--- config.mk ---
export PLATFORM = sky130hd
export DESIGN_NAME = sup_mode_ctrl
export DESIGN_NICKNAME = d
export VERILOG_FILES = /design/src/rtl/sup_mode_pkg.sv /design/src/rtl/sup_cmd_decode.sv /design/src/rtl/sup_cycle_timer.sv /design/src/rtl/sup_mode_ctrl.sv
export SDC_FILE = /design/constraint.sdc
export NUM_CORES = 1
export LEC_CHECK = 0
export BUFFER_PORTS_ARGS = -buffer_cell sky130_fd_sc_hd__buf_2
export CAP_MARGIN = 20
export CORE_MARGIN = 10
export CORE_UTILIZATION = 45
export CTS_BUF_LIST = sky130_fd_sc_hd__clkbuf_8
export CTS_CLUSTER_DIAMETER = 120
export CTS_CLUSTER_SIZE = 8
export DETAILED_ROUTE_END_ITERATION = 12
export HOLD_SLACK_MARGIN = 0.12
export PLACE_DENSITY_LB_ADDON = 0.3
export SLEW_MARGIN = 25
export SYNTH_ARGS = -nofsm -noshare
export SYNTH_HDL_FRONTEND = slang
export SYNTH_HIERARCHICAL = 1
export SYNTH_SLANG_ARGS = --single-unit
--- constraint.sdc ---
create_clock -name clk_i -period 2.7 [get_ports clk_i]
set_input_delay 0.27 -clock clk_i [delete_from_list [all_inputs] [get_ports clk_i]]
set_output_delay 0.27 -clock clk_i [all_outputs]
set_load 0.02 [all_outputs]
--- src/rtl/sup_mode_pkg.sv ---
package sup_mode_pkg;
  typedef enum logic [2:0] {
    MODE_NREQ     = 3'd0,
    MODE_NORM     = 3'd1,
    MODE_RST      = 3'd2,
    MODE_DBG_RUN  = 3'd3,
    MODE_DBG_STBY = 3'd4,
    MODE_DBG_STOP = 3'd5
  } mode_e;

  typedef enum logic [1:0] {
    SEQ_IDLE = 2'd0,
    SEQ_TIM  = 2'd1,
    SEQ_ARM  = 2'd2
  } seq_e;

  localparam logic [3:0] ADDR_MODE = 4'h1;
  localparam logic [3:0] ADDR_TIM  = 4'h3;

  typedef struct packed {
    logic any;
    logic tim;
    logic m_zero;
    logic m_run;
    logic m_stby;
    logic m_stop;
  } cmd_t;
endpackage

--- src/rtl/sup_cmd_decode.sv ---
module sup_cmd_decode
  import sup_mode_pkg::*;
(
  input  logic       valid_i,
  input  logic [7:0] byte_i,
  output cmd_t       cmd_o
);
  logic [3:0] addr, data;
  logic       is_mode;

  assign addr    = byte_i[7:4];
  assign data    = byte_i[3:0];
  assign is_mode = valid_i && (addr == ADDR_MODE);

  always_comb begin
    cmd_o        = '0;
    cmd_o.any    = valid_i;
    cmd_o.tim    = valid_i && (addr == ADDR_TIM);
    cmd_o.m_zero = is_mode && (data == 4'h0);
    // bit 3 of the data is a don't-care for mode selection
    cmd_o.m_run  = is_mode && (data[2:0] == 3'b101);
    cmd_o.m_stby = is_mode && (data[2:0] == 3'b100);
    cmd_o.m_stop = is_mode && (data[2:0] == 3'b110);
  end
endmodule

--- src/rtl/sup_cycle_timer.sv ---
module sup_cycle_timer #(
  parameter int unsigned LIMIT = 16
) (
  input  logic clk_i,
  input  logic rst_ni,
  input  logic clr_i,
  input  logic en_i,
  output logic done_o
);
  localparam int unsigned W = (LIMIT < 2) ? 1 : $clog2(LIMIT);
  localparam logic [W-1:0] LAST = W'(LIMIT - 1);

  logic [W-1:0] cnt_q;

  always_ff @(posedge clk_i or negedge rst_ni) begin
    if (!rst_ni)    cnt_q <= '0;
    else if (clr_i) cnt_q <= '0;
    else if (en_i)  cnt_q <= (cnt_q == LAST) ? '0 : cnt_q + 1'b1;
  end

  assign done_o = en_i && !clr_i && (cnt_q == LAST);
endmodule

--- src/rtl/sup_mode_ctrl.sv ---
module sup_mode_ctrl
  import sup_mode_pkg::*;
#(
  parameter int unsigned WIN_CYC = 35_000_000,
  parameter int unsigned RST_CYC = 100
) (
  input  logic       clk_i,
  input  logic       rst_ni,
  input  logic       wr_valid_i,
  input  logic [7:0] wr_byte_i,
  input  logic       rd_mode_i,
  input  logic       wake_i,
  output logic [2:0] mode_o,
  output logic       rst_o,
  output logic       wdog_en_o,
  output logic       bfail_o
);
  mode_e state_q, state_d;
  seq_e  seq_q, seq_d;
  logic  wake_q, wake_d;
  logic  bfail_q;
  cmd_t  cmd;
  logic  win_en, win_done, rst_done, in_rst;

  sup_cmd_decode u_dec (
    .valid_i(wr_valid_i),
    .byte_i (wr_byte_i),
    .cmd_o  (cmd)
  );

  // window runs in request mode and while an unlock run is pending
  assign win_en = (state_q == MODE_NREQ) || (state_q == MODE_NORM && seq_q != SEQ_IDLE);
  assign in_rst = (state_q == MODE_RST);

  sup_cycle_timer #(.LIMIT(WIN_CYC)) u_win (
    .clk_i (clk_i),
    .rst_ni(rst_ni),
    .clr_i (!win_en),
    .en_i  (win_en),
    .done_o(win_done)
  );

  sup_cycle_timer #(.LIMIT(RST_CYC)) u_rst (
    .clk_i (clk_i),
    .rst_ni(rst_ni),
    .clr_i (!in_rst),
    .en_i  (in_rst),
    .done_o(rst_done)
  );

  always_comb begin
    state_d = state_q;
    seq_d   = seq_q;
    wake_d  = wake_q;
    unique case (state_q)
      MODE_NREQ: begin
        if (cmd.tim) begin
          state_d = MODE_NORM;
          seq_d   = (bfail_q && !wake_q) ? SEQ_TIM : SEQ_IDLE;
          wake_d  = 1'b0;
        end else if (wake_q && cmd.m_run) begin
          state_d = MODE_DBG_RUN;
          wake_d  = 1'b0;
        end else if (wake_q && cmd.m_stby) begin
          state_d = MODE_DBG_STBY;
          wake_d  = 1'b0;
        end else if (win_done) begin
          state_d = MODE_RST;
          seq_d   = SEQ_IDLE;
          wake_d  = 1'b0;
        end
      end
      MODE_NORM: begin
        if (cmd.any) begin
          if (seq_q == SEQ_TIM && bfail_q && cmd.m_zero) begin
            seq_d = SEQ_ARM;
          end else if (seq_q == SEQ_ARM && bfail_q && cmd.m_run) begin
            state_d = MODE_DBG_RUN;
            seq_d   = SEQ_IDLE;
          end else begin
            seq_d = SEQ_IDLE;
          end
        end else if (win_done) begin
          state_d = MODE_RST;
          seq_d   = SEQ_IDLE;
        end
      end
      MODE_RST: begin
        if (rst_done) state_d = MODE_NREQ;
      end
      MODE_DBG_RUN, MODE_DBG_STBY: begin
        if (cmd.m_zero)      state_d = MODE_NORM;
        else if (cmd.m_run)  state_d = MODE_DBG_RUN;
        else if (cmd.m_stby) state_d = MODE_DBG_STBY;
        else if (cmd.m_stop) state_d = MODE_DBG_STOP;
      end
      MODE_DBG_STOP: begin
        if (wake_i) begin
          state_d = MODE_NREQ;
          wake_d  = 1'b1;
        end
      end
      default: state_d = MODE_NREQ;
    endcase
  end

  always_ff @(posedge clk_i or negedge rst_ni) begin
    if (!rst_ni) begin
      state_q <= MODE_NREQ;
      seq_q   <= SEQ_IDLE;
      wake_q  <= 1'b0;
      bfail_q <= 1'b1;
    end else begin
      state_q <= state_d;
      seq_q   <= seq_d;
      wake_q  <= wake_d;
      if (rd_mode_i) bfail_q <= 1'b0;
    end
  end

  assign mode_o    = state_q;
  assign rst_o     = in_rst;
  assign wdog_en_o = !(state_q inside {MODE_DBG_RUN, MODE_DBG_STBY, MODE_DBG_STOP});
  assign bfail_o   = bfail_q;
endmodule

==> summary.md <==
| Metric | Value |
|---|---|
| Area contributors post-synth | `dfrtp_1 36%, a21oi_1 4.1%, nand3_1 3.4%, nand2_1 3.2%, nand4_1 2.8%` |
| Yosys top cell by area | `dfrtp_1` |
| Post-cts sizing count | `0` |
| Final period util | `0.898` |
| Die Y | `97.3 um` |
| Internal cell power | `1.33 mW` |
| Bufs on Longest Clock Path | `2` |
| Routed via count | `2343` |
| Initial core utilization | `0.460` |
| Antenna viol nets, final | `0` |
| Setup slack, reg-to-reg | `0.28 ns` |
| CTS tree | `yes` |
| CP top delay family | `simple AND/OR/NAND/NOR gates` |
| GR Overflow Total | `0` |
| Final setup margin | `0.276 ns` |
| CP max-delay cell | `or4_1` |
| I/O pin count | `19` |
| Netlist cell types | `75` |
| Worst Hold Launch | `wake_i` |
| Minimum clock period | `2.42 ns` |
| Cts bufs inserted | `5` |
| WL/cell | `15.5 um` |
| Finished Layout Cells | `393` |
| MaxCap Viol Count | `0` |
| Synth Warn # | `6` |
| Final Max Slew Viols | `0` |
| Crit path DAT | `2.66 ns` |
| Mapped Cells | `297` |
| Share of total power in the clock network | `0.176` |
| R2R Path End | `u_win/cnt_q[23]` |
| Synth top cells by count | `39 x dfrtp_1, 23 x nand2_1, 22 x a21oi_1` |
| Relative slew slack | `0.549` |
| Vias per inst | `5.96` |
| Mapped Area | `2690 um^2` |
| Iter 0 DRT Violations | `172` |
| Share of cells above drive strength 1 | `0.189` |
| Register area share after synthesis | `0.373` |
| Status | `finished clean` |
| Kind of critical path | `register to register` |
| Cell Pwr Density | `805 nW/um^2` |
| Number of global-route vias before repair | `2185` |
| Synth-to-Final Area Change | `9.96%` |
| Standard-cell rows | `28` |
| Crit path largest cell delay | `0.55 ns` |
| Post-route cell area | `2960 um^2` |
| Post-synth EDFFs | `0` |
| Avg Inst Size Synth | `9.05 um^2` |
| Clock Latency Late Sink | `0.29 ns` |
| Dpl cells | `383` |
| WL final | `6110 um` |
| RSZ-0062 raised after global routing | `no` |
| Fmax achieved | `413 MHz` |
| Sequential share of power | `0.302` |
| Ant diodes | `0` |
| Sw Ratio | `0.442` |
| Final Wtd Congestion | `0.887` |
| Ys flop type | `dfrtp_1` |
| HP Class | `primary input to register` |
| Worst setup SP type | `register` |
| R2R depth | `6` |
| Combinational share of power | `0.523` |
| Core area | `5850 um^2` |
| Tot GR Track Use | `0.130` |
| Final Hold Viols | `0` |
| Initial antenna violation count | `0` |
| Dpl ws | `0.283 ns` |
| H-tree depth | `2` |
| Async SR Flop Fraction | `1.00` |
| Synth top area share | `0.363` |
| Cts hold-fix bufs | `1` |
| Post-CTS Setup Inserts | `0` |
| Tot Pwr | `2.38 mW` |
| Chip width | `97.3 um` |
| Clock root buffer | `clkbuf_8` |
| Yosys reg bits | `40` |
| Hold depth | `3` |
| Hold Path Sink | `wake_q` |
| Largest net degree at the start of global routing | `41` |
| Buf/Inv on CP | `1` |
| Crit path cell chain | `nor2_1 > o21a_1 > inv_1 > a211o_1 > or4_1 > nand3_1` |
| Syn_nets | `312` |
| VDD IR max | `0.000381 V` |
| Nets | `332` |
| Setup TNS | `0 ns` |
| Worst-Margin Slew | `0.670 ns` |
| Clk sinks | `40` |
| Most instantiated library cell after synthesis | `dfrtp_1` |
| Number of remaining DRC errors | `0` |
| Global-route wire length before repair | `10700 um` |
| Final Skew | `0.00923 ns` |
| Die footprint | `9470 um^2` |
| CP endpoint kind | `register` |
| Placed cell areas | `2840 um^2` |
| DPL Wire Length | `4340 um` |
| Worst endpoint required time | `2.94 ns` |
| CP max FO | `10` |
| Launching point of the worst reg2reg path | `mode_o[1]` |
| Leak pwr | `1.22 nW` |
| Sw Pwr | `1.05 mW` |
| Drt pass-1 iters | `4` |
| Endpoints failing setup | `0` |
| Clk slew on worst S/H paths | `0.08 ns` |
| I/O Buffers | `18` |
## layout by cell type (no fill, tap or decap), types with 5 or more instances in the layout
cell	n
a22o_1	5
clkbuf_8	6
nor2b_1	6
and3_1	5
nand2b_1	7
or4_1	6
inv_1	15
buf_2	17
nand4_1	12
o21ai_0	11
buf_4	12
nor2_1	16
a31oi_1	8
dfrtp_1	39
nand2_1	23
nand3_1	18
a21oi_1	22
## cell families after synthesis
group / share of synthesized area
AND/OR/NAND/NOR: 0.317
AO/OA/AOI/OAI: 0.209
flip-flops: 0.373
buffers and inverters: 0.0633
multiplexers: 0.0186
XOR/XNOR: 0.00977
adder cells (fa/ha/maj): 0.00931
## metal layers
layer	up-vias	wire length, um	global-route usage	share of wire
li1	1163	-	-	-
met1	1127	2830	0.168	0.46
met2	47	2930	0.212	0.48
met3	6	297	0.0299	0.049
met4	0	52	0.0324	0.0085
met5	-	0	0	0
## worst max-delay path by stage
| stage | startpoint | endpoint | slack [ns] | depth (start not counted) |
|---|---|---|---|---|
| global route | u_win/cnt_q[16] | mode_o[0] | 0.06 | 8 |
| CTS | mode_o[1] | u_win/cnt_q[23] | 0.27 | 6 |
| floorplan | mode_o[0] | mode_o[1] | 0.18 | 8 |
| detailed placement | mode_o[1] | u_win/cnt_q[23] | 0.28 | 6 |
| global placement | mode_o[1] | u_win/cnt_q[23] | 0.29 | 6 |
| finish | mode_o[1] | u_win/cnt_q[23] | 0.28 | 6 |
## worst min-delay path, cell delays in order
cell     delay (ns)
buf_2          0.09
a21oi_1        0.06
nor2_1         0.08
## registers in the layout, indices dropped and copies added, names as in the netlist
register	count
bfail_o	1
mode_o	3
seq_q	2
u_rst/cnt_q	7
u_win/cnt_q	26
wake_q	1
## power groups by stage
stage	sequential, mW	clock (mW)	combinational (mW)
6_report	0.718	0.418	1.24
5_1_grt	0.731	0.453	1.40
4_1_cts	0.720	0.428	1.25
3_5_place_dp	0.730	0	1.24
3_3_place_gp	0.722	0	1.24
2_1_floorplan	0.728	0	0.997
## per-stage QoR
step / util / hold slack, ns
final: 0.505 / 0.248
after floorplan: - / -0.0256
after CTS: 0.503 / 0.133
after global routing: 0.505 / 0.283
after global placement: 0.486 / 0.391
after detailed placement: 0.486 / 0.389
## area by class of cell
| class | count | area [um^2] |
|---|---|---|
| fillers | 534 | 2890 |
| multi-input cells | 224 | 1520 |
| flip-flops and latches | 40 | 1000 |
| repair buffers | 31 | 195 |
| well taps | 75 | 93.8 |
| clock buffers | 6 | 82.6 |
| inverters | 15 | 56.3 |
| clock inverters | 2 | 10.0 |
(Power assumes the default switching activity.)
